$ cat src/rtl/smbr_pkg.sv
package smbr_pkg;

    localparam int unsigned BYTE_W = 8;
    localparam int unsigned CNT_W  = 4;

    typedef enum logic [2:0] {
        LK_IDLE,
        LK_RX,
        LK_RXACK,
        LK_TX,
        LK_TXACK,
        LK_SKIP
    } link_st_e;

    typedef enum logic [1:0] {
        BK_ADDR,
        BK_PTR,
        BK_DATA
    } byte_kind_e;

    typedef struct packed {
        link_st_e          st;
        byte_kind_e        kind;
        logic [CNT_W-1:0]  cnt;
        logic [BYTE_W-1:0] sh;
        logic [BYTE_W-1:0] ptr;
        logic              rd;
        logic              mack;
        logic              oe;
        logic              scl_p;
        logic              sda_p;
    } link_s;

    typedef struct packed {
        logic [BYTE_W-1:0] sw;
        logic [BYTE_W-1:0] ctl;
        logic              en_p;
    } regs_s;

endpackage

$ cat src/rtl/smbr_sync.sv
module smbr_sync #(
    parameter int unsigned LINES  = 2,
    parameter int unsigned STAGES = 2
) (
    input  logic             clk,
    input  logic             rst_n,
    input  logic [LINES-1:0] raw_i,
    output logic [LINES-1:0] sync_o
);

    for (genvar g = 0; g < LINES; g++) begin : g_line
        logic [STAGES-1:0] chain_d, chain_q;

        always_comb begin
            chain_d = {chain_q[STAGES-2:0], raw_i[g]};
        end

        always_ff @(posedge clk or negedge rst_n) begin
            if (!rst_n) begin
                chain_q <= '1;
            end else begin
                chain_q <= chain_d;
            end
        end

        assign sync_o[g] = chain_q[STAGES-1];
    end

endmodule

$ cat src/rtl/smbr_regfile.sv
module smbr_regfile
    import smbr_pkg::*;
#(
    parameter logic [BYTE_W-1:0] SW_ADDR   = 8'h00,
    parameter logic [BYTE_W-1:0] CTL_ADDR  = 8'h03,
    parameter logic [BYTE_W-1:0] STAT_ADDR = 8'h04,
    parameter logic [BYTE_W-1:0] SW_RST    = 8'h00,
    parameter logic [BYTE_W-1:0] CTL_RST   = 8'h0F,
    parameter int unsigned       NIN       = 4
) (
    input  logic              clk,
    input  logic              rst_n,
    input  logic              bus_en,
    input  logic              we,
    input  logic [BYTE_W-1:0] waddr,
    input  logic [BYTE_W-1:0] wdata,
    input  logic [BYTE_W-1:0] raddr,
    input  logic [NIN-1:0]    sig_ok,
    output logic [BYTE_W-1:0] rdata,
    output logic              clr,
    output logic [BYTE_W-1:0] sw_cfg,
    output logic [BYTE_W-1:0] ctl_cfg
);

    localparam int unsigned PAD_W = BYTE_W - NIN;

    regs_s r_d, r_q;

    always_comb begin
        r_d      = r_q;
        r_d.en_p = bus_en;
        clr      = bus_en ^ r_q.en_p;
        if (clr) begin
            r_d.sw  = SW_RST;
            r_d.ctl = CTL_RST;
        end else if (we) begin
            if (waddr == SW_ADDR)  r_d.sw  = wdata;
            if (waddr == CTL_ADDR) r_d.ctl = wdata;
        end
    end

    always_comb begin
        unique case (raddr)
            SW_ADDR:   rdata = r_q.sw;
            CTL_ADDR:  rdata = r_q.ctl;
            STAT_ADDR: rdata = {{PAD_W{1'b0}}, sig_ok};
            default:   rdata = '0;
        endcase
    end

    always_ff @(posedge clk or negedge rst_n) begin
        if (!rst_n) begin
            r_q <= '{sw: SW_RST, ctl: CTL_RST, en_p: 1'b0};
        end else begin
            r_q <= r_d;
        end
    end

    assign sw_cfg  = r_q.sw;
    assign ctl_cfg = r_q.ctl;

endmodule

$ cat src/rtl/smbr_link.sv
module smbr_link
    import smbr_pkg::*;
#(
    parameter logic [2:0]  PREFIX = 3'b101,
    parameter int unsigned STRAP_W = 4
) (
    input  logic               clk,
    input  logic               rst_n,
    input  logic               enable,
    input  logic               scl_s,
    input  logic               sda_s,
    input  logic [STRAP_W-1:0] strap,
    input  logic [BYTE_W-1:0]  rdata,
    output logic [BYTE_W-1:0]  ptr,
    output logic               we,
    output logic [BYTE_W-1:0]  waddr,
    output logic [BYTE_W-1:0]  wdata,
    output logic               sda_oe
);

    localparam int unsigned          DEV_W   = 3 + STRAP_W;
    localparam logic [CNT_W-1:0]     LAST_RX = CNT_W'(BYTE_W);
    localparam logic [CNT_W-1:0]     LAST_TX = CNT_W'(BYTE_W - 1);

    link_s q, d;
    logic  scl_rise, scl_fall, start_ev, stop_ev;
    logic  [DEV_W-1:0] dev_id;

    always_comb begin
        dev_id   = {PREFIX, strap};
        scl_rise = scl_s & ~q.scl_p;
        scl_fall = ~scl_s & q.scl_p;
        start_ev = scl_s & q.scl_p & q.sda_p & ~sda_s;
        stop_ev  = scl_s & q.scl_p & ~q.sda_p & sda_s;

        d       = q;
        d.scl_p = scl_s;
        d.sda_p = sda_s;
        we      = 1'b0;
        waddr   = q.ptr;
        wdata   = q.sh;

        if (!enable) begin
            d.st  = LK_IDLE;
            d.oe  = 1'b0;
            d.ptr = '0;
        end else if (start_ev) begin
            d.st   = LK_RX;
            d.kind = BK_ADDR;
            d.cnt  = '0;
            d.oe   = 1'b0;
        end else if (stop_ev) begin
            d.st = LK_IDLE;
            d.oe = 1'b0;
        end else begin
            unique case (q.st)
                LK_RX: begin
                    if (scl_rise && q.cnt != LAST_RX) begin
                        d.sh  = {q.sh[BYTE_W-2:0], sda_s};
                        d.cnt = q.cnt + 1'b1;
                    end else if (scl_fall && q.cnt == LAST_RX) begin
                        d.cnt = '0;
                        unique case (q.kind)
                            BK_ADDR: begin
                                if (q.sh[BYTE_W-1:1] == dev_id) begin
                                    d.rd = q.sh[0];
                                    d.oe = 1'b1;
                                    d.st = LK_RXACK;
                                end else begin
                                    d.st = LK_SKIP;
                                end
                            end
                            BK_PTR: begin
                                d.ptr = q.sh;
                                d.oe  = 1'b1;
                                d.st  = LK_RXACK;
                            end
                            default: begin
                                we    = 1'b1;
                                d.ptr = q.ptr + 1'b1;
                                d.oe  = 1'b1;
                                d.st  = LK_RXACK;
                            end
                        endcase
                    end
                end
                LK_RXACK: begin
                    if (scl_fall) begin
                        d.cnt = '0;
                        if (q.kind == BK_ADDR && q.rd) begin
                            d.st = LK_TX;
                            d.sh = rdata;
                            d.oe = ~rdata[BYTE_W-1];
                        end else begin
                            d.st   = LK_RX;
                            d.oe   = 1'b0;
                            d.kind = (q.kind == BK_ADDR) ? BK_PTR : BK_DATA;
                        end
                    end
                end
                LK_TX: begin
                    if (scl_fall) begin
                        if (q.cnt == LAST_TX) begin
                            d.oe = 1'b0;
                            d.st = LK_TXACK;
                        end else begin
                            d.sh  = {q.sh[BYTE_W-2:0], 1'b0};
                            d.cnt = q.cnt + 1'b1;
                            d.oe  = ~q.sh[BYTE_W-2];
                        end
                    end
                end
                LK_TXACK: begin
                    if (scl_rise) begin
                        d.mack = ~sda_s;
                        if (!sda_s) d.ptr = q.ptr + 1'b1;
                    end else if (scl_fall) begin
                        d.cnt = '0;
                        if (q.mack) begin
                            d.st = LK_TX;
                            d.sh = rdata;
                            d.oe = ~rdata[BYTE_W-1];
                        end else begin
                            d.st = LK_SKIP;
                        end
                    end
                end
                default: begin
                    d.oe = 1'b0;
                end
            endcase
        end
    end

    always_ff @(posedge clk or negedge rst_n) begin
        if (!rst_n) begin
            q <= '{st: LK_IDLE, kind: BK_ADDR, cnt: '0, sh: '0, ptr: '0,
                   rd: 1'b0, mack: 1'b0, oe: 1'b0, scl_p: 1'b1, sda_p: 1'b1};
        end else begin
            q <= d;
        end
    end

    assign ptr    = q.ptr;
    assign sda_oe = q.oe;

endmodule

$ cat src/rtl/smbr_slave.sv
module smbr_slave
    import smbr_pkg::*;
#(
    parameter logic [2:0]  PREFIX  = 3'b101,
    parameter int unsigned STRAP_W = 4,
    parameter int unsigned NIN     = 4,
    parameter int unsigned SYNC_N  = 2
) (
    input  logic               clk,
    input  logic               rst_n,
    input  logic               bus_en,
    input  logic [STRAP_W-1:0] strap,
    input  logic [NIN-1:0]     sig_ok,
    input  logic               scl_i,
    input  logic               sda_i,
    output logic               sda_o,
    output logic               sda_oe,
    output logic [BYTE_W-1:0]  xbar_sel,
    output logic [BYTE_W-1:0]  ctrl_out
);

    logic [1:0]        lines_s;
    logic              scl_s, sda_s;
    logic [BYTE_W-1:0] ptr, rdata, waddr, wdata;
    logic              we, clr;

    smbr_sync #(.LINES(2), .STAGES(SYNC_N)) u_sync (
        .clk    (clk),
        .rst_n  (rst_n),
        .raw_i  ({scl_i, sda_i}),
        .sync_o (lines_s)
    );

    assign scl_s = lines_s[1];
    assign sda_s = lines_s[0];

    smbr_link #(.PREFIX(PREFIX), .STRAP_W(STRAP_W)) u_link (
        .clk    (clk),
        .rst_n  (rst_n),
        .enable (bus_en),
        .scl_s  (scl_s),
        .sda_s  (sda_s),
        .strap  (strap),
        .rdata  (rdata),
        .ptr    (ptr),
        .we     (we),
        .waddr  (waddr),
        .wdata  (wdata),
        .sda_oe (sda_oe)
    );

    smbr_regfile #(.NIN(NIN)) u_regs (
        .clk     (clk),
        .rst_n   (rst_n),
        .bus_en  (bus_en),
        .we      (we),
        .waddr   (waddr),
        .wdata   (wdata),
        .raddr   (ptr),
        .sig_ok  (sig_ok),
        .rdata   (rdata),
        .clr     (clr),
        .sw_cfg  (xbar_sel),
        .ctl_cfg (ctrl_out)
    );

    assign sda_o = 1'b0;

endmodule

$ cat config.mk
export PLATFORM = sky130hd
export DESIGN_NAME = smbr_slave
export DESIGN_NICKNAME = d
export VERILOG_FILES = /design/src/rtl/smbr_pkg.sv /design/src/rtl/smbr_sync.sv /design/src/rtl/smbr_regfile.sv /design/src/rtl/smbr_link.sv /design/src/rtl/smbr_slave.sv
export SDC_FILE = /design/constraint.sdc
export NUM_CORES = 1
export LEC_CHECK = 0
export BUFFER_PORTS_ARGS = -buffer_cell sky130_fd_sc_hd__buf_2
export CORE_ASPECT_RATIO = 2
export CORE_MARGIN = 2
export CORE_UTILIZATION = 50
export DETAILED_ROUTE_END_ITERATION = 10
export PLACE_DENSITY = 0.65
export SETUP_SLACK_MARGIN = 0.2
export SYNTH_ARGS = -nofsm -noshare
export SYNTH_HDL_FRONTEND = slang
export SYNTH_SLANG_ARGS = --single-unit
$ cat constraint.sdc
create_clock -name clk -period 2.86 [get_ports clk]
set_input_delay 0.429 -clock clk [delete_from_list [all_inputs] [get_ports clk]]
set_output_delay 0.429 -clock clk [all_outputs]
set_load 0.1 [all_outputs]
==> metrics, run 1 <==
result of the run finished clean; clock latency on the worst-skew pair 290 ps; post-CTS setup buffers 0; global-route total usage across every layer 25.0%; Critical Path Sink Type register; highest achievable clock rate about 420 MHz; Critical R2R Launch u_link.q[28]; sum of overflow across all layers after global routing 0; Chip Height 116 microns; Starting Density 51.7%; Final Hold Fails 0; Max IR drop VDD slightly below 0.0006 V; x dimension of the die 60.0 microns; transition time at the pin with the least slew margin 1050 ps; pin count of the biggest net entering global routing 52; portion of the post-synthesis area used by sequential elements between 40 and 50%; mean area per synthesized cell ~9.8 sq um; deepest clock path buffer count 2; Seq cells post-synth 51; length of the first detailed-routing pass in iterations 4; Reg clk slew, reported paths roughly 70 ps; Pleak ~1.4 nW; input/output buffers 29; clock sink count 51; Data required, critical path 3070 ps; overall die area slightly below 7000 sq um; Hold Crit Class in2async; cell area after synthesis around 3100 sq um; final-layout fill cell count 579; routed wire length between 7 and 8 mm; Antenna Cells 0; number of enable-type register cells in the synthesized netlist 0; CTS-repair resized insts 0; max-slew violations 0; Worst Skew 7.24 ps; Yosys warning count 0; flop-to-flop setup slack between 400 and 500 ps; part of the cycle the worst path needs 84.2%; number of top-level design ports 31; via count of the first global-routing pass 2,567; largest fanout on the critical path 13; final setup vio count 0; count of unique library cells instantiated by Yosys 59; H-tree depth 2; Post-Synthesis Net Count 338; number of maximum-capacitance constraint violations 0; TritonCTS clock tree done; type of element launching the critical path register; number of nets in the final layout 355; capturing point of the worst reg2reg path u_link.ptr[7]; vias per cell 6.00; Final GP Congestion a little over 0.9; Root Driver sky130_fd_sc_hd__clkbuf_16; remaining antenna violation count 0; number of design rule violations left after detail routing 0; cell count after synthesis ~320; number of hold buffers added after CTS 0; vias after detailed routing 2,540; flip-flop cell with the highest count after synthesis sky130_fd_sc_hd__dfrtp_1; Area Overhead vs Synth 9.90%; DRT iter0 DRCs between 150 and 200; minimum clock period 2410 ps; worst reg2reg path depth 5; antenna violations before repair 0; Async SR Flop Fraction 100%; number of cell rows 40; critical setup path kind reg2reg; setup repair after global routing missed its margin false; standard cell area after detailed placement 3280 sq um; slew margin rel. between 20% and 30%; proportion of layout cells with a drive suffix above 1 approximately a quarter; final cell area excluding filler cells 3440 sq um; worst path arrival time between 2000 and 3000 ps; total half-perimeter wirelength after legalization and detailed placement 5.91 mm; TritonCTS Buffers 5; core footprint 6060 sq um; first-pass GRT wire length 12.9 mm; routed wirelength normalized by instance count 18.8 microns; summed negative setup slack over all endpoints 0 ps; ratio of total power to cell area 756 nW/um^2
-- layer usage --
metal | up-vias | wire length, microns | GRT usage (%)
met5 | - | 0 | 0
met4 | 0 | 539 | 18.2
met3 | 34 | 312 | 3.68
met2 | 88 | 4230 | 44.0
met1 | 1226 | 2860 | 25.4
li1 | 1192 | - | -
-- layout by cell type (no fill, tap or decap), types with 6 or more instances in the layout --
cell and n:
sky130_fd_sc_hd__dfrtp_1 41, sky130_fd_sc_hd__buf_2 29, sky130_fd_sc_hd__nor2_1 24, sky130_fd_sc_hd__nand2_1 23, sky130_fd_sc_hd__mux2i_1 20, sky130_fd_sc_hd__a21oi_1 16
sky130_fd_sc_hd__mux2_2 14, sky130_fd_sc_hd__nor3_1 11, sky130_fd_sc_hd__nand3_1 11, sky130_fd_sc_hd__buf_4 10, sky130_fd_sc_hd__dfstp_2 10, sky130_fd_sc_hd__a22oi_1 9
sky130_fd_sc_hd__o21ai_0 8, sky130_fd_sc_hd__o31ai_1 7, sky130_fd_sc_hd__inv_1 6, sky130_fd_sc_hd__nand2b_1 6, sky130_fd_sc_hd__o22ai_1 6
-- Yosys cell counts (7+ instances only) --
| library cell | instances | share of area [%] |
|---|---|---|
| sky130_fd_sc_hd__a21oi_1 | 16 | 2.6 |
| sky130_fd_sc_hd__o21ai_0 | 8 | 1.3 |
| sky130_fd_sc_hd__nor2_1 | 24 | 2.9 |
| sky130_fd_sc_hd__a22oi_1 | 9 | 2.2 |
| sky130_fd_sc_hd__buf_4 | 17 | 4.1 |
| sky130_fd_sc_hd__mux2i_1 | 20 | 6.4 |
| sky130_fd_sc_hd__o31ai_1 | 7 | 1.7 |
| sky130_fd_sc_hd__dfrtp_1 | 41 | 33 |
| sky130_fd_sc_hd__dfstp_2 | 10 | 8.4 |
| sky130_fd_sc_hd__clkbuf_1 | 8 | 0.96 |
| sky130_fd_sc_hd__nand2_1 | 23 | 2.8 |
| sky130_fd_sc_hd__mux2_2 | 14 | 5.0 |
| sky130_fd_sc_hd__nor3_1 | 11 | 1.8 |
| sky130_fd_sc_hd__nand3_1 | 11 | 1.8 |
-- final cells by class --
class                   instances  area [sq um]  area share [%]
clock buffers                   7           153            4.43
clock inverters                 1          7.51           0.218
inverters                       6          22.5           0.654
multi-input cells             234          1630            47.2
flip-flops and latches         51          1290            37.4
well taps                      84           105            3.05
repair buffers                 40           240            6.98
-- sequential cells by signal, summed over array words and instances, names as in the netlist --
register and flops:
u_regs.sw_cfg 8, u_link.sda_oe 1, u_link.q 13, u_link.wdata 8, u_link.ptr 8, u_sync.g_line.chain_q 4
u_regs.r_q 1, u_regs.ctl_cfg 8
-- power breakdown --
part           switching [mW]  internal (mW)  total (mW)
combinational           0.553          0.378       0.931
clock                   0.265          0.372       0.638
sequential              0.202          0.831        1.03
total                    1.02           1.58        2.60
-- worst max path at each step --
stage / from / endpoint / slack [ps]
global placement: u_link.q[28] / u_link.ptr[7] / 500
floorplan: u_link.ptr[3] / u_regs.sw_cfg[0] / 560
CTS: u_link.q[28] / u_link.ptr[7] / 470
finish: u_link.q[28] / u_link.ptr[7] / 450
detailed placement: u_link.q[28] / u_link.ptr[3] / 490
global route: u_link.q[28] / u_link.ptr[7] / 310
-- kinds of logic after synthesis --
kind of cell,after synthesis,synth area share (%)
fa+ha+maj,4,1.60
compound gates,78,16.9
simple gates,109,19.4
mux,35,11.8
buf+inv,36,7.11
flops,51,41.1
other cells,1,0.120
xor+xnor,7,1.96
-- worst max-delay path, cell delays in order, from the launching register on --
cell and delay (ps):
sky130_fd_sc_hd__dfrtp_1 490, sky130_fd_sc_hd__nor3b_1 500, sky130_fd_sc_hd__nand3_1 380, sky130_fd_sc_hd__o22a_1 370, sky130_fd_sc_hd__or2_0 360, sky130_fd_sc_hd__o22ai_1 210
-- through the flow --
stage | power, mW | cells | hold slack (ps) | setup slack [ps] | utilization (%)
after floorplan | 1.65 | 321 | 133 | 561 | -
after global placement | 1.94 | 415 | 346 | 498 | 54.2
after detailed placement | 1.96 | 415 | 348 | 486 | 54.2
after CTS | 2.60 | 423 | 135 | 470 | 56.9
after global routing | 2.75 | 423 | 137 | 314 | 56.9
final | 2.60 | 423 | 125 | 452 | 56.9
Power figures use the tool's default switching activity.
==> run 2, diff against run 1 <==
Settings changed: PLACE_DENSITY 0.65 to 0.68.
Clock period 2.86 ns to 2.01 ns, I/O delays scaled along.
==> run 2 against run 1 <==
The flow now finishes with violations (negative setup slack). Sequential cell count unchanged. Maximum frequency up 9.9%. Non-clock buffer count up 65. Clock-buffer cell count down 2. Clock skew up 1.8 ps. Sequential power up 34%. Clock power up 57%. Total power up 85%. First-iteration DRC count up 31%. Sequential share of layout area down 8.1 points. Combinational power rose to 2.6 times the previous value. Highest routed layer unchanged.
==> metrics, run 2 (synthesis gave the netlist of run 1 again) <==
worst reg2reg path depth 7 (+2); number of nets in the final layout 420 (+18%); core footprint 6060 sq um (unchanged); critical setup path kind reg2reg; worst hold endpoint u_sync.g_line[1].chain_q[0]; CP top delay family simple AND/OR/NAND/NOR gates; standard cell area after detailed placement 3660 sq um (+11%); commonest cells after routing, fill and taps aside sky130_fd_sc_hd__buf_4, sky130_fd_sc_hd__dfrtp_1, sky130_fd_sc_hd__buf_2; Data required, critical path 2180 ps (-890 ps); clock sink count 51 (unchanged); cell count after placement 461 (+11%); Area Overhead vs Synth 40.4%; Final Hold Fails 0 (unchanged); first-pass GRT wire length 14.9 mm (+15%); remaining antenna violation count 0 (unchanged); final standard cell count with taps included and fillers excluded 488 (+15%); crit-path max cell delay 550 ps (+50 ps); clock latency on the worst-skew pair 300 ps (about the same); cell count of the worst hold path 1; Crit-path slowest cell sky130_fd_sc_hd__or4_4; highest achievable clock rate 457 MHz (+9.9%); minimum clock period 2190 ps (-217 ps); Root Driver sky130_fd_sc_hd__clkbuf_16; vias per cell 6.09 (+1.4%); input/output buffers 29 (unchanged); overall die area 6950 sq um (unchanged); Pleak 1.87 nW (+32%); sum of overflow across all layers after global routing 0 (unchanged); final setup vio count 17 (+17); cells traversed along the worst timing path or4_4 > buf_4 > nor4_4 > buf_4 > a211oi_2 > nor4_2 > nor3b_1; worst path arrival time 2360 ps (-260 ps); failing checks negative setup slack; global-route total usage across every layer 29.3% (+4.4 points); combined flip-flop and latch cell area 1290 sq um (unchanged); area used by multi-input combinational logic 2000 sq um (+23%); DRT iter0 DRCs 217 (+31%); result of the run finished, violations left; Max IR drop VDD 0.000785 V (+36%); final cell area excluding filler cells 4400 sq um (+28%); H-tree depth 2 (unchanged); Worst Skew 9.01 ps (+1.77 ps); deepest clock path buffer count 2 (unchanged); Hold Crit Start scl_i; Starting Density 51.7% (unchanged); most common cell after layout, fill and taps aside sky130_fd_sc_hd__buf_4; number of cell rows 40 (unchanged); via count of the first global-routing pass 3,028 (+18%); Critical Path Sink Type register; number of maximum-capacitance constraint violations 0 (unchanged); worst path setup slack after routing -180 ps (-633 ps); Post-Route Utilization 72.6% (+16 points); most used cell along the critical path sky130_fd_sc_hd__buf_4; Reg clk slew, reported paths 70 ps (about the same); total half-perimeter wirelength after legalization and detailed placement 6.92 mm (+17%); part of the cycle the worst path needs 109% (+25 points); number of top-level design ports 31 (unchanged); Chip Height 116 microns (unchanged); number of design rule violations left after detail routing 0 (unchanged); flip-flop count of the largest register after layout 13 (unchanged); Antenna Cells 0 (unchanged); x dimension of the die 60.0 microns (unchanged); Critical R2R Launch u_link.ptr[3]; length of the first detailed-routing pass in iterations 4 (unchanged); proportion of layout cells with a drive suffix above 1 49.0% (+24 points); largest fanout on the critical path 3 (-10); capturing point of the worst reg2reg path u_link.sda_oe; final-layout fill cell count 411 (-29%); antenna violations before repair 0 (unchanged); TritonCTS clock tree done; routed wire length 10.2 mm (+28%); TritonCTS Buffers 5 (unchanged); setup repair after global routing missed its margin true; Largest Register u_link.q; WP buf/inv 2 (+2); flop-to-flop setup slack -180 ps (-630 ps); vias after detailed routing 2,970 (+17%); ratio of total power to cell area 1090 nW/um^2 (+44%); Hold Crit Class in2reg; type of element launching the critical path register; routed wirelength normalized by instance count 20.8 microns (+11%); max-slew violations 0 (unchanged); Final GP Congestion 0.936 (+1.4%); pin count of the biggest net entering global routing 34 (-35%)
## run 2: cell type report
cell class / count / area share [%]
clock buffer: 5 / 2.84
sequential: 51 / 29.3
multi-input combinational: 234 / 45.4
clock inverter: 3 / 1.05
timing repair buffer: 105 / 18.5
inverter: 6 / 0.512
tap: 84 / 2.39
## run 2: worst max path at each step
stage                  start                 to  slack [ps]  depth (start not counted)
3_5_place_dp   u_link.ptr[3]      u_link.sda_oe        -160                          6
6_report       u_link.ptr[3]      u_link.sda_oe        -180                          7
4_1_cts        u_link.ptr[3]   u_regs.sw_cfg[2]        -110                          6
5_1_grt        u_link.ptr[3]      u_link.sda_oe        -220                          7
2_1_floorplan  u_link.ptr[3]  u_regs.ctl_cfg[7]        -220                          5
3_3_place_gp   u_link.ptr[3]      u_link.sda_oe        -160                          6
## run 2: what timing repair did
action,4_1_cts,5_1_grt
gates resized for setup,51,46
endpoints found under the setup margin,43,41
hold buffers,1,0
hold endpoints to repair,10,0
pin swaps,9,24
buffers inserted,8,10
## run 2: worst register-to-register path, delay by kind of cell, from the launching register on
kind	cells	cell delay, ps
and+or+nand+nor	4	1310
AOI/OAI and AO/OA	1	50
buffers and inverters	2	330
DFF	1	380
## run 2: routing by layer
metal | global-route usage, % | wire length [microns] | vias up
met5 | 0 | 0 | -
met4 | 24.6 | 958 | 0
met3 | 5.02 | 309 | 64
met2 | 54.0 | 5670 | 121
met1 | 25.6 | 3230 | 1454
li1 | - | - | 1331
## run 2: through the flow
stage	hold slack [ps]	setup TNS [ps]	setup slack, ps	power, mW
floorplan	5.91	-4370	-215	2.39
global placement	273	-628	-155	3.11
detailed placement	273	-1280	-156	3.14
CTS	94.0	-1210	-107	4.45
global route	94.4	-2770	-218	4.98
finish	94.7	-1490	-180	4.80
## run 2: where the power goes
part	total (mW)	switching (mW)	leakage, nW	internal [mW]
clock	1.00	0.411	0.0804	0.592
sequential	1.38	0.194	0.661	1.18
combinational	2.42	1.30	1.13	1.12
==> run 3, diff against run 2 <==
Settings changed: CAP_MARGIN from default to 20, PLACE_DENSITY 0.68 to default, PLACE_DENSITY_LB_ADDON from default to 0.25.
==> run 3 against run 2 <==
The run still ends with negative setup slack left. Critical path depth is the same. Die area is the same. Clock skew shrank 1.8 ps. Clock-buffer cell count is the same. Critical endpoint unchanged.
==> metrics, run 3 (synthesis gave the netlist of run 1 again) <==
number of design rule violations left after detail routing 0 (unchanged); part of the cycle the worst path needs 110% (+0.83 points); TritonCTS clock tree done; worst path setup slack after routing -197 ps (-16.7 ps); length of the first detailed-routing pass in iterations 5 (+1); flip-flop count of the largest register after layout 13 (unchanged); number of top-level design ports 31 (unchanged); type of element launching the critical path register; transition time at the pin with the least slew margin 673 ps; Worst Skew 7.17 ps (-1.84 ps); clock sink count 51 (unchanged); ratio of total power to cell area 1160 nW/um^2 (+6.3%); setup repair after global routing missed its margin true; Critical Path Sink Type register; vias per cell 6.22 (+2.2%); Reg clk slew, reported paths 70 ps (about the same); vias after detailed routing 3,065 (+3.2%); Post-Route Utilization 72.0% (-0.58 points); failing checks negative setup slack; pin count of the biggest net entering global routing 52 (+53%); cells traversed along the worst timing path or4_4 > nor4_2 > buf_4 > a211oi_1 > nor4_2 > buf_4 > nor3b_1; first-pass GRT wire length 15.9 mm (+6.9%); worst hold slack 96.1 ps (+1.42 ps); Hold Crit Class in2reg; result of the run finished, violations left; Starting Density 51.7% (unchanged); input/output buffers 29 (unchanged); number of hold buffers added after CTS 0 (-1); proportion of layout cells with a drive suffix above 1 48.7% (-0.35 points); worst path arrival time 2390 ps (+30 ps); TritonCTS Buffers 5 (unchanged); highest achievable clock rate 453 MHz (-0.76%); DRT iter0 DRCs 303 (+40%); via count of the first global-routing pass 3,106 (+2.6%); Largest Register u_link.q; routed wirelength normalized by instance count 20.8 microns (about the same); number of nets in the final layout 425 (+1.2%); final setup vio count 18 (+1); most common cell after layout, fill and taps aside sky130_fd_sc_hd__buf_4; Data required, critical path 2200 ps (+20 ps); Max IR drop VDD 0.000842 V (+7.3%); global-route total usage across every layer 31.3% (+2.0 points); Crit-path slowest cell sky130_fd_sc_hd__or4_4; minimum clock period 2210 ps (+16.7 ps); deepest clock path buffer count 2 (unchanged); critical setup path kind reg2reg; core footprint 6060 sq um (unchanged); x dimension of the die 60.0 microns (unchanged); commonest cells after routing, fill and taps aside sky130_fd_sc_hd__buf_4, sky130_fd_sc_hd__dfrtp_1, sky130_fd_sc_hd__buf_2; Area Overhead vs Synth 39.3%; Final Hold Fails 0 (unchanged); standard cell area after detailed placement 3650 sq um (-0.21%); Root Driver sky130_fd_sc_hd__clkbuf_16; slew margin rel. 55.2%; largest fanout on the critical path 3 (unchanged); overall die area 6950 sq um (unchanged); final cell area excluding filler cells 4360 sq um (-0.80%); Antenna Cells 0 (unchanged); Pleak 1.90 nW (+1.1%); routed wire length 10.3 mm (+0.99%); Chip Height 116 microns (unchanged); total half-perimeter wirelength after legalization and detailed placement 6.83 mm (-1.3%); crit-path max cell delay 560 ps (about the same); number of cell rows 40 (unchanged); number of maximum-capacitance constraint violations 0 (unchanged); remaining antenna violation count 0 (unchanged); antenna violations before repair 0 (unchanged); clock latency on the worst-skew pair 300 ps (about the same); H-tree depth 2 (unchanged); max-slew violations 0 (unchanged); Final GP Congestion 0.932 (-0.43%); sum of overflow across all layers after global routing 0 (unchanged)
-- run 3: cell count changes in the layout (fill, tap and decap cells not counted), sizes merged --
cell         delta
dlygate4sd3     -1
buf             +6
-- run 3: final timing paths --
kind | startpoint | endpoint | slack [ps] | cells after the start
worst min-delay path | sda_i | u_sync.g_line[0].chain_q[0] | 100 | 1
max in group asynchronous | rst_n | u_link.q[28] | 1420 | 2
min in group asynchronous | rst_n | u_link.wdata[2] | 110 | 2
worst min register to register | u_sync.g_line[0].chain_q[0] | u_sync.g_line[0].chain_q[1] | 360 | 0
worst max-delay path | u_link.ptr[3] | u_link.sda_oe | -200 | 7
worst max register to register | u_link.ptr[3] | u_link.sda_oe | -200 | 7
-- run 3: layout make-up --
cell class | count | area (sq um)
clock inverter | 3 | 46.3
sequential | 51 | 1290
tap | 84 | 105
inverter | 6 | 22.5
timing repair buffer | 110 | 857
clock buffer | 5 | 125
multi-input combinational | 234 | 1920
fill | 424 | 1690
-- run 3: layer usage --
layer  GRT usage (%)  routed length [microns]
met2            56.9                     5550
met3            4.91                      479
met5               0                        0
met4            21.3                      864
met1            30.6                     3370
-- run 3: timing repair --
item,4_1_cts,5_1_grt
resized for setup,67,22
buffers inserted,21,4
setup endpoints to repair,43,43
pin swaps,23,12
-- run 3: critical path, delay by kind of cell, from the launching register on --
family / cells / cell delay (ps)
buffers and inverters: 2 / 350
and+or+nand+nor: 4 / 1300
AOI/OAI and AO/OA: 1 / 60
DFF: 1 / 380
-- run 3: where the power goes --
part	internal [mW]	total, mW	leakage [nW]	switching [mW]
combinational	1.34	2.67	1.16	1.34
sequential	1.19	1.40	0.660	0.212
clock	0.592	0.992	0.0804	0.400
total	3.11	5.06	1.90	1.95
-- run 3: per-stage QoR --
stage | power [mW] | TNS, ps | setup slack (ps) | std cells
2_1_floorplan | 2.39 | -4370 | -215 | 321
3_3_place_gp | 3.16 | -1850 | -174 | 460
3_5_place_dp | 3.19 | -2880 | -188 | 460
4_1_cts | 4.86 | -1880 | -159 | 489
5_1_grt | 5.29 | -3770 | -293 | 493
6_report | 5.06 | -2260 | -197 | 493
